`src/rtl/dec_pkg.sv`:
```
package dec_pkg;
    localparam int SEQ_W      = 8;
    localparam int PC_W       = 16;
    localparam int SRC_W      = 2;
    localparam int CNT_W      = 16;
    localparam int INSN_BYTES = 4;

    typedef struct packed {
        logic [SEQ_W-1:0] seq;
        logic [PC_W-1:0]  pc;
        logic [PC_W-1:0]  tgt;
        logic [PC_W-1:0]  pnpc;
        logic [SRC_W-1:0] nsrc;
        logic             squashed;
        logic             pred_tk;
        logic             is_ctl;
        logic             is_dir;
        logic             is_unc;
    } rec_t;

    localparam int REC_W = $bits(rec_t);

    typedef enum logic [2:0] {
        ST_IDLE = 3'd0,
        ST_RUN  = 3'd1,
        ST_BLK  = 3'd2,
        ST_UNB  = 3'd3,
        ST_SQ   = 3'd4
    } st_e;

    // event counter slots
    localparam int N_CNT  = 7;
    localparam int C_IDLE = 0;
    localparam int C_BLK  = 1;
    localparam int C_UNB  = 2;
    localparam int C_SQ   = 3;
    localparam int C_MISP = 4;
    localparam int C_DEC  = 5;
    localparam int C_SKIP = 6;
endpackage

```
`src/rtl/dec_skid.sv`:
```
module dec_skid
    import dec_pkg::*;
#(
    parameter int W = 4,
    parameter int D = 4
)(
    input  logic             clk,
    input  logic             rst_n,
    input  logic             push,
    input  logic             pop,
    input  logic             flush,
    input  logic [W-1:0]     din_vld,
    input  rec_t [W-1:0]     din_rec,
    output logic [W-1:0]     head_vld,
    output rec_t [W-1:0]     head_rec,
    output logic             empty,
    output logic             single,
    output logic             full
);
    localparam int AW = (D > 1) ? $clog2(D) : 1;
    localparam int LW = $clog2(D + 1);

    typedef struct packed {
        logic [AW-1:0] wp;
        logic [AW-1:0] rp;
        logic [LW-1:0] lvl;
    } ctl_t;

    ctl_t c_q, c_d;
    logic do_push, do_pop;

    logic [W-1:0] mem_vld [D];
    rec_t [W-1:0] mem_rec [D];

    function automatic logic [AW-1:0] wrap_inc(input logic [AW-1:0] p);
        return (p == AW'(D - 1)) ? '0 : p + AW'(1);
    endfunction

    always_comb begin
        do_pop  = pop && (c_q.lvl != '0);
        do_push = push && !flush && ((c_q.lvl != LW'(D)) || do_pop);
        c_d     = c_q;
        if (flush) begin
            c_d = '0;
        end else begin
            if (do_push) c_d.wp = wrap_inc(c_q.wp);
            if (do_pop)  c_d.rp = wrap_inc(c_q.rp);
            c_d.lvl = c_q.lvl + LW'(do_push) - LW'(do_pop);
        end
    end

    always_ff @(posedge clk) begin
        if (!rst_n) c_q <= '0;
        else        c_q <= c_d;
    end

    always_ff @(posedge clk) begin
        if (do_push) begin
            mem_vld[c_q.wp] <= din_vld;
            mem_rec[c_q.wp] <= din_rec;
        end
    end

    assign head_vld = mem_vld[c_q.rp];
    assign head_rec = mem_rec[c_q.rp];
    assign empty    = (c_q.lvl == '0);
    assign single   = (c_q.lvl == LW'(1));
    assign full     = (c_q.lvl == LW'(D));

    AST_LEVEL_BOUND: assert property (@(posedge clk) disable iff (!rst_n)
        c_q.lvl <= LW'(D));
    AST_POP_HAS_DATA: assert property (@(posedge clk) disable iff (!rst_n)
        pop |-> !empty);
endmodule

```
`src/rtl/dec_group_proc.sv`:
```
module dec_group_proc
    import dec_pkg::*;
#(
    parameter  int W  = 4,
    localparam int NW = $clog2(W + 1)
)(
    input  logic [W-1:0]     vld,
    input  rec_t [W-1:0]     rec,
    output logic [W-1:0]     fwd_vld,
    output logic [W-1:0]     fwd_rdy,
    output rec_t [W-1:0]     fwd_rec,
    output logic [NW-1:0]    n_dec,
    output logic [NW-1:0]    n_skip,
    output logic             redir,
    output logic             ctl_err,
    output logic             br_misp,
    output logic [PC_W-1:0]  redir_pc,
    output logic [SEQ_W-1:0] redir_seq
);
    localparam int IW = (W > 1) ? $clog2(W) : 1;

    always_comb begin
        logic          halt;
        logic [IW-1:0] j;
        fwd_vld   = '0;
        fwd_rdy   = '0;
        fwd_rec   = '0;
        n_dec     = '0;
        n_skip    = '0;
        redir     = 1'b0;
        ctl_err   = 1'b0;
        br_misp   = 1'b0;
        redir_pc  = '0;
        redir_seq = '0;
        halt      = 1'b0;
        j         = '0;
        for (int i = 0; i < W; i++) begin
            if (vld[i] && !halt) begin
                if (rec[i].squashed) begin
                    n_skip = n_skip + NW'(1);
                end else begin
                    fwd_vld[j] = 1'b1;
                    fwd_rdy[j] = (rec[i].nsrc == '0);
                    fwd_rec[j] = rec[i];
                    j          = j + IW'(1);
                    n_dec      = n_dec + NW'(1);
                    if (rec[i].pred_tk && !rec[i].is_ctl) begin
                        redir     = 1'b1;
                        ctl_err   = 1'b1;
                        redir_pc  = rec[i].pc + PC_W'(INSN_BYTES);
                        redir_seq = rec[i].seq;
                        halt      = 1'b1;
                    end else if (rec[i].is_dir && rec[i].is_unc &&
                                 (rec[i].tgt != rec[i].pnpc)) begin
                        redir     = 1'b1;
                        br_misp   = 1'b1;
                        redir_pc  = rec[i].tgt;
                        redir_seq = rec[i].seq;
                        halt      = 1'b1;
                    end
                end
            end
        end
    end
endmodule

```
`src/rtl/dec_evt_cnt.sv`:
```
module dec_evt_cnt
    import dec_pkg::*;
#(
    parameter int N  = 7,
    parameter int AW = 3
)(
    input  logic                      clk,
    input  logic                      rst_n,
    input  logic [N-1:0][AW-1:0]      amt,
    output logic [N-1:0][CNT_W-1:0]   cnt
);
    logic [N-1:0][CNT_W-1:0] cnt_d, cnt_q;

    always_comb begin
        for (int k = 0; k < N; k++) begin
            cnt_d[k] = cnt_q[k] + CNT_W'(amt[k]);
        end
    end

    always_ff @(posedge clk) begin
        if (!rst_n) cnt_q <= '0;
        else        cnt_q <= cnt_d;
    end

    assign cnt = cnt_q;
endmodule

```
`src/rtl/dec_stage.sv`:
```
module dec_stage
    import dec_pkg::*;
#(
    parameter int W = 4,
    parameter int D = 4
)(
    input  logic                 clk,
    input  logic                 rst_n,
    input  logic [W-1:0]         in_vld,
    input  logic [W*REC_W-1:0]   in_rec,
    input  logic                 stall_rn,
    input  logic                 stall_ex,
    input  logic                 stall_cm,
    input  logic                 cm_squash,
    input  logic                 cm_robsq,
    output logic [W-1:0]         rn_vld,
    output logic [W-1:0]         rn_rdy,
    output logic [W*REC_W-1:0]   rn_rec,
    output logic                 fe_stall,
    output logic                 fe_redir,
    output logic                 fe_mispred,
    output logic                 fe_taken,
    output logic [PC_W-1:0]      fe_pc,
    output logic [SEQ_W-1:0]     fe_seq,
    output logic                 err_ovf,
    output logic                 err_ctl,
    output logic [CNT_W-1:0]     cnt_idle,
    output logic [CNT_W-1:0]     cnt_blk,
    output logic [CNT_W-1:0]     cnt_unb,
    output logic [CNT_W-1:0]     cnt_sq,
    output logic [CNT_W-1:0]     cnt_misp,
    output logic [CNT_W-1:0]     cnt_dec,
    output logic [CNT_W-1:0]     cnt_skip
);
    localparam int NW = $clog2(W + 1);

    typedef struct packed {
        st_e              st;
        logic [W-1:0]     rn_vld;
        logic [W-1:0]     rn_rdy;
        rec_t [W-1:0]     rn_rec;
        logic             fe_stall;
        logic             fe_redir;
        logic             fe_mispred;
        logic             fe_taken;
        logic [PC_W-1:0]  fe_pc;
        logic [SEQ_W-1:0] fe_seq;
        logic             err_ovf;
        logic             err_ctl;
    } reg_t;

    reg_t r_q, r_d;

    rec_t [W-1:0] in_r;
    logic         stall_any, sq_in, use_head;
    logic         push, pop, flush, do_proc;

    logic [W-1:0] sk_vld;
    rec_t [W-1:0] sk_rec;
    logic         sk_empty, sk_single, sk_full;

    logic [W-1:0] p_in_vld;
    rec_t [W-1:0] p_in_rec;
    logic [W-1:0] p_vld, p_rdy;
    rec_t [W-1:0] p_rec;
    logic [NW-1:0] p_ndec, p_nskip;
    logic         p_redir, p_ctl, p_misp;
    logic [PC_W-1:0]  p_pc;
    logic [SEQ_W-1:0] p_seq;

    logic [N_CNT-1:0][NW-1:0]    amt;
    logic [N_CNT-1:0][CNT_W-1:0] cnt;

    assign in_r      = in_rec;
    assign stall_any = stall_rn | stall_ex | stall_cm;
    assign sq_in     = cm_squash | cm_robsq;
    assign use_head  = (r_q.st == ST_UNB) && !sk_empty;
    assign p_in_vld  = use_head ? sk_vld : in_vld;
    assign p_in_rec  = use_head ? sk_rec : in_r;

    dec_skid #(.W(W), .D(D)) u_skid (
        .clk      (clk),
        .rst_n    (rst_n),
        .push     (push),
        .pop      (pop),
        .flush    (flush),
        .din_vld  (in_vld),
        .din_rec  (in_r),
        .head_vld (sk_vld),
        .head_rec (sk_rec),
        .empty    (sk_empty),
        .single   (sk_single),
        .full     (sk_full)
    );

    dec_group_proc #(.W(W)) u_proc (
        .vld       (p_in_vld),
        .rec       (p_in_rec),
        .fwd_vld   (p_vld),
        .fwd_rdy   (p_rdy),
        .fwd_rec   (p_rec),
        .n_dec     (p_ndec),
        .n_skip    (p_nskip),
        .redir     (p_redir),
        .ctl_err   (p_ctl),
        .br_misp   (p_misp),
        .redir_pc  (p_pc),
        .redir_seq (p_seq)
    );

    dec_evt_cnt #(.N(N_CNT), .AW(NW)) u_cnt (
        .clk   (clk),
        .rst_n (rst_n),
        .amt   (amt),
        .cnt   (cnt)
    );

    always_comb begin
        r_d     = '0;
        r_d.st  = r_q.st;
        push    = 1'b0;
        pop     = 1'b0;
        flush   = 1'b0;
        do_proc = 1'b0;
        amt     = '0;
        unique case (r_q.st)
            ST_IDLE, ST_RUN, ST_UNB: begin
                if (sq_in) begin
                    flush  = 1'b1;
                    r_d.st = ST_SQ;
                end else if (stall_any) begin
                    push   = |in_vld;
                    r_d.st = ST_BLK;
                end else if (r_q.st == ST_UNB) begin
                    amt[C_UNB] = NW'(1);
                    do_proc    = 1'b1;
                    if (!sk_empty) begin
                        pop  = 1'b1;
                        push = |in_vld;
                    end
                    r_d.st = (!sk_empty && (!sk_single || push)) ? ST_UNB : ST_RUN;
                end else if (|in_vld) begin
                    do_proc = 1'b1;
                    r_d.st  = ST_RUN;
                end else begin
                    amt[C_IDLE] = NW'(1);
                end
            end
            ST_BLK: begin
                amt[C_BLK] = NW'(1);
                push       = |in_vld;
                if (sq_in) begin
                    flush  = 1'b1;
                    r_d.st = ST_SQ;
                end else if (!stall_any) begin
                    r_d.st = ST_UNB;
                end
            end
            ST_SQ: begin
                amt[C_SQ] = NW'(1);
                if (!sq_in) r_d.st = ST_RUN;
            end
            default: r_d.st = ST_IDLE;
        endcase

        if (do_proc) begin
            r_d.rn_vld   = p_vld;
            r_d.rn_rdy   = p_rdy;
            r_d.rn_rec   = p_rec;
            amt[C_DEC]   = p_ndec;
            amt[C_SKIP]  = p_nskip;
            if (p_redir) begin
                flush          = 1'b1;
                r_d.st         = ST_SQ;
                r_d.fe_redir   = 1'b1;
                r_d.fe_mispred = 1'b1;
                r_d.fe_taken   = 1'b1;
                r_d.fe_pc      = p_pc;
                r_d.fe_seq     = p_seq;
                r_d.err_ctl    = p_ctl;
                amt[C_MISP]    = NW'(p_misp);
            end
        end

        r_d.err_ovf  = push && !flush && sk_full && !pop;
        r_d.fe_stall = (r_d.st == ST_BLK) || (r_d.st == ST_UNB);
    end

    always_ff @(posedge clk) begin
        if (!rst_n) r_q <= '0;
        else        r_q <= r_d;
    end

    assign rn_vld     = r_q.rn_vld;
    assign rn_rdy     = r_q.rn_rdy;
    assign rn_rec     = r_q.rn_rec;
    assign fe_stall   = r_q.fe_stall;
    assign fe_redir   = r_q.fe_redir;
    assign fe_mispred = r_q.fe_mispred;
    assign fe_taken   = r_q.fe_taken;
    assign fe_pc      = r_q.fe_pc;
    assign fe_seq     = r_q.fe_seq;
    assign err_ovf    = r_q.err_ovf;
    assign err_ctl    = r_q.err_ctl;
    assign cnt_idle   = cnt[C_IDLE];
    assign cnt_blk    = cnt[C_BLK];
    assign cnt_unb    = cnt[C_UNB];
    assign cnt_sq     = cnt[C_SQ];
    assign cnt_misp   = cnt[C_MISP];
    assign cnt_dec    = cnt[C_DEC];
    assign cnt_skip   = cnt[C_SKIP];

    AST_RN_PACKED: assert property (@(posedge clk) disable iff (!rst_n)
        ((rn_vld & (rn_vld + W'(1))) == '0));
    AST_SQ_NO_FWD: assert property (@(posedge clk) disable iff (!rst_n)
        (cm_squash || cm_robsq) |=> (rn_vld == '0));
    AST_REDIR_ONE_SHOT: assert property (@(posedge clk) disable iff (!rst_n)
        fe_redir |=> !fe_redir);
    AST_REDIR_NO_STALL: assert property (@(posedge clk) disable iff (!rst_n)
        fe_redir |-> !fe_stall);
    AST_STALL_FOLLOWS: assert property (@(posedge clk) disable iff (!rst_n)
        (stall_any && !sq_in && r_q.st != ST_SQ) |=> fe_stall);
endmodule

```
`config.mk`:
```
export PLATFORM = sky130hd
export DESIGN_NAME = dec_stage
export DESIGN_NICKNAME = d
export VERILOG_FILES = /design/src/rtl/dec_pkg.sv /design/src/rtl/dec_skid.sv /design/src/rtl/dec_group_proc.sv /design/src/rtl/dec_evt_cnt.sv /design/src/rtl/dec_stage.sv
export SDC_FILE = /design/constraint.sdc
export NUM_CORES = 2
export LEC_CHECK = 0
export BUFFER_PORTS_ARGS = -buffer_cell sky130_fd_sc_hd__buf_2
export CAP_MARGIN = 20
export CORE_ASPECT_RATIO = 1.1
export CORE_MARGIN = 3
export CORE_UTILIZATION = 43
export DETAILED_ROUTE_END_ITERATION = 16
export PLACE_DENSITY = 0.58
export SLEW_MARGIN = 30
export SYNTH_ARGS = -nofsm -noshare
export SYNTH_HDL_FRONTEND = slang
export SYNTH_SLANG_ARGS = --single-unit
export TNS_END_PERCENT = 30
```
`constraint.sdc`:
```
create_clock -name clk -period 14.9 [get_ports clk]
set_clock_uncertainty 0.2 [all_clocks]
set_input_delay 0.745 -clock clk [delete_from_list [all_inputs] [get_ports clk]]
set_output_delay 0.745 -clock clk [all_outputs]
set_load 0.05 [all_outputs]
```
After elaboration in Yosys (flattened, before gate mapping)
Memory sizes are Yosys's and may differ from the RTL's. A register that Yosys moved wholly into a read port is not among the register bits.
Cells that the tools add are included.
{ "op_classes": {"addsub": 23, "magnitude_cmp": 6, "eq_ne": 15, "mux": 197, "n_bitwise": 7, "n_reduce_logical": 52} }
{ "ops": {"columns": ["op", "count"], "rows": [
  ["two-way mux 252 bit", 7],
  ["bitwise mux 252 bit", 3],
  ["demux 63 bit (select 2 bit)", 3],
  ["two-way mux 63 bit", 5],
  ["two-way mux 263 bit", 1],
  ["two-way mux 16 bit", 16],
  ["two-way mux 8 bit", 16],
  ["two-way mux 1 bit", 87],
  ["adder 16 x 3 -> 16 bit", 5],
  ["two-way mux 3 bit", 24],
  ["adder 16 x 3 -> 16 bit, second input constant", 4],
  ["!= test 16 bit", 4],
  ["two-way mux 4 bit", 13],
  ["adder 16 x 1 -> 16 bit", 2],
  ["two-way mux 27 bit", 1],
  ["logical AND 1 bit", 25],
  ["two-way mux 2 bit", 12],
  ["adder 3 x 1 -> 3 bit, second input constant", 6],
  ["bitwise mux 4 bit", 3],
  ["== test 3 x 2 -> 1 bit, second input constant", 4],
  ["logical NOT 1 bit", 11],
  ["less-than comparator 2 x 3 -> 1 bit, second input constant", 3],
  ["two-way mux 9 bit", 1],
  ["case mux 3 bit (3 select lines)", 1],
  ["other kinds (23)", 43]
]} }
{ "word_totals": {"regBits": 412, "mem_bits_rw": 1024, "inputBits": 263, "output_inout_bits": 402, "wordCells": 363, "mem_count": 2} }
{ "mem_list": {"columns": ["name", "depth", "width", "read_ports", "rd_ports_with_merged_regs", "write_ports", "line", "text"], "rows": [
  ["u_skid.mem_rec", 4, 252, 1, 1, 1, "dec_skid.sv:33", "rec_t [W-1:0] mem_rec [D];"],
  ["u_skid.mem_vld", 4, 4, 1, 1, 1, "dec_skid.sv:32", "logic [W-1:0] mem_vld [D];"]
]} }

Depth between registers and ports, before layout
{ "depth": {"ltp_word": 29, "mapped_depth": 31, "mapped_depth_nobuf": 23} }

Cells and area by module
A second synthesis with hierarchy kept.
{ "unflattened": {"hier_cells": 4738, "hier_area_um2": 64953.5} }
{ "modules_own_cells": {"columns": ["mod", "n_inst", "cells_per_inst", "area_per_inst_um2", "seq_area_each_um2"], "rows": [
  ["dec_skid", 1, 1390, 37681.1, 30929.7],
  ["dec_stage", 1, 1229, 13250.2, 5825.6],
  ["dec_group_proc", 1, 1551, 8839.7, 0.0],
  ["dec_evt_cnt", 1, 568, 5182.5, 2242.2]
]} }

Least setup slack after synthesis
OpenSTA, ideal clock, no wires.
{ "synth_path": {"kind": "register to register", "startpoint": "reg with a tool-made name", "endpoint": "mem u_skid.mem_rec[3][0] (netlist name) (enable)", "setup_time_ns": 0.649, "t_arrival_ns": 9.082, "required_ns": 14.051, "path_slack_ns": 4.969, "path_stages_with_launch": 16, "path_buffers": 7, "period_less_slack_ns": 9.931, "cell_sequence": "dfxtp_1 -> buf_6 -> buf_12 -> buf_12 -> buf_12 -> buf_12 -> buf_12 -> buf_4 -> mux4_2 -> xor2_1 -> nor4_1 -> a41o_2 -> a21boi_2 -> o31ai_2 -> nor3b_2 -> and2_1"} }
{ "synth_lines": {"columns": ["element", "line"], "rows": [
  ["end, declared", "dec_skid.sv:33"]
]} }

==> results.yml <==
clock_network:
  cts_num_sinks: 1436
  insertion_delay_ns: 0.80
  cts_max_path_buffers: 3
  cts.clk_slew.worst_paths_ns: 0.06
  cts_setup_buffers: 0
  cts_htree_levels: 4
  cts_tree: "built"
  root_buffer: "clkbuf_16"
  cts_made_buffers: 151
logic_synthesis:
  yosysTopAreaCell: "edfxtp_1"
  syn_inst: 4602
  ys_seq_elements: 1436
  yosys_most_used_dff: "edfxtp_1"
  synthesis.area_sq_mm: 0.0638
  yosysSeqAreaShare: 0.612
  synth_area_per_cell_sq_um: 13.9
  ys_types: 94
  yosys.area.top_type_share: 0.482
  synth_area_leaders: "edfxtp_1 (48%), dfxtp_1 (13%), mux4_2 (7.7%)"
  async_flop_share: 0
  synth_edf_count: 1024
  yosysWarningCount: 0
power_and_ir_drop:
  combPwrFrac: 0.062
  peakVddDrop_mv: 0.0935
  swShare: 0.231
  power_density_mw_per_mm2: 119
  p_sw_mw: 2.04
  clockPowerShare: 0.449
  internal-power_mw: 6.80
  seq_power_share: 0.488
  power.leakage_nw: 26.3
routing:
  wl_met1_um: 87800
  drtIter0Drc: 5444
  routed_wl_um: 233000
  viasPerCell: 6.02
  remaining_drc_errors: 0
  ant_nets: 0
  firstDrtPassIters: 7
  top_layer: "met5"
  wl_per_cell_um: 32.1
  wl_met3_um: 24200
  vias: 43700
  wl_met2_um: 107000
setup_path:
  arrival_ns: 8.57
  worst-path-max-fanout: 93
  critPathCaptureType: "register"
  crit_type: "reg -> reg"
  cp.required_ns: 15.11
  setup.worst_path.start_class: "register"
cells_and_area:
  final_design_area_no_fill_sq_mm: 0.0744
  layout-drive-gt1-share: 0.251
  area_delta_synth_final_pct: 16.7
  fin_nets: 5467
  stdcell_count: 7253
  nFillCells: 12500
  layout_commonest_cell: "edfxtp_1"
  final_cell_mix: "edfxtp_1 (1,024), buf_2 (663), dfxtp_1 (410)"
floorplanning:
  die_h_um: 410
  core_sq_mm: 0.147
  start_util: 0.435
  dieArea_sq_mm: 0.153
  rows: 147
  ios: 665
  die_x_um: 373
place:
  place.gp.congestion: 0.971
  dpl_cell_area_sq_mm: 0.0669
  port_buffers: 664
  dpl.cell_count: 6732
  dp_hpwl_um: 163000
grt:
  grt.overflow.total: 0
  grt_pass1_wl_um: 326000
  grt_max_degree: 139
  grt_pass1_vias: 42500
  grtUsageTotal: 0.298
  grt_antenna_before_repair: 53
timing:
  min_period_over_period: 0.561
  worst_pin_slew_ns: 1.11
  slew_violations: 0
  fmax_mhz: 120
  tns_ns: 0
  slew_headroom: 0.237
  period_needed_ns: 8.35
  rsz0062_at_grt: "no"
  setup_viol: 0
  finalHoldViolations: 0
run_status:
  outcome: "complete, no violations"
job:
  drv_cap: 0
hold_path:
  worstHoldStart: "in_rec[12]"
  hold_path_class: "in -> reg"
metal layers:
layer,vias up,global-route usage
met5,-,0
met4,26,0.151
met3,566,0.0746
met2,2692,0.472
met1,22000,0.382
li1,18400,-
repair_timing:
action,CTS,global route
resized for setup,0,0
hold buffers,207,0
endpoints found under the hold margin,812,0
worst paths after layout:
path                                 end  slack (ns)  cells after the start
setup / recovery  u_skid.mem_rec[0][209]        6.55                     14
hold / removal     u_skid.mem_rec[0][12]        0.05                      1
setup reg to reg  u_skid.mem_rec[0][209]        6.55                     14
hold reg to reg            u_cnt.cnt[55]        0.31                      2
cells by family (layout without fill, tap and decap cells):
logic type | Yosys count | after routing | share of synthesized area
fa+ha+maj | 46 | 46 | 0.00938
flops | 1436 | 1436 | 0.612
mux | 467 | 467 | 0.126
simple gates | 1164 | 1164 | 0.0924
xor+xnor | 250 | 250 | 0.0346
compound gates | 629 | 629 | 0.0673
other cells | 1 | 29 | 0.0000588
buf+inv | 609 | 1295 | 0.0583
critical path: stages (launching register included):
cell,delay [ns]
dfxtp_4,0.61
buf_4,0.58
buf_12,0.64
mux4_2,0.64
xnor2_1,0.24
nand4_1,0.19
nor3_1,0.70
o22a_1,0.34
nand4_1,0.10
buf_4,0.23
o31ai_2,0.55
nor3b_2,0.41
and2_4,0.54
buf_4,0.78
buf_4,0.82
metrics by stage:
| stage | power [mW] | hold slack [ns] | utilization | setup slack, ns |
|---|---|---|---|---|
| floorplan | 4.64 | 0.278 | - | 4.97 |
| global placement | 4.88 | 0.288 | 0.456 | 6.36 |
| detailed placement | 4.89 | 0.297 | 0.457 | 6.30 |
| CTS | 8.87 | 0.000467 | 0.507 | 6.30 |
| global route | 9.06 | 0.0144 | 0.507 | 6.21 |
| finish | 8.83 | 0.0483 | 0.508 | 6.55 |
area by class of cell:
cell class	count	area, sq um	share of cell area
Tap cell	1937	2420	0.0326
Sequential cell	1436	39000	0.524
Inverter	43	161	0.00217
Clock inverter	71	818	0.0110
Antenna cell	27	67.6	0.000908
Timing Repair Buffer	968	6260	0.0841
Multi-Input combinational cell	2558	21200	0.285
Clock buffer	213	4470	0.0600
flip-flops by register name (all words and copies together) (netlist names), named ones only:
name	cells
u_skid.mem_vld	16
u_skid.c_q	7
err_ctl	1
fe_stall	1
err_ovf	1
rn_rdy	4
rn_vld	4
fe_seq	8
r_q	3
fe_pc	16
u_skid.mem_rec	1008
rn_rec	252
u_cnt.cnt	112
fe_redir	1
power groups by stage:
stage	combinational (mW)	sequential, mW	clock (mW)
after floorplan	0.233	4.41	0
after global placement	0.480	4.40	0
after detailed placement	0.486	4.40	0
after CTS	0.539	4.31	4.01
after global routing	0.574	4.31	4.17
final	0.551	4.31	3.97
synthesized netlist by cell type (19+ instances only):
cell type and instances:
a211oi_1 26, a21boi_0 24, a21oi_1 62, a221oi_1 32
and2_1 110, and3_1 58, buf_2 73, buf_4 305
clkbuf_1 155, dfxtp_1 412, edfxtp_1 1024, ha_1 43
inv_1 41, mux2_2 22, mux2i_1 189, mux4_1 39
mux4_2 217, nand2_1 364, nand2b_1 28, nand3_1 198
nand3b_1 20, nand4_1 61, nor2_1 114, nor2b_1 21
nor3_1 58, nor4_1 22, o21a_1 25, o21ai_0 149
o21ai_1 19, o221ai_1 29, o22ai_1 74, o31ai_1 41
or3_1 61, xnor2_1 139, xor2_1 110
Power figures use the tool's default switching activity.
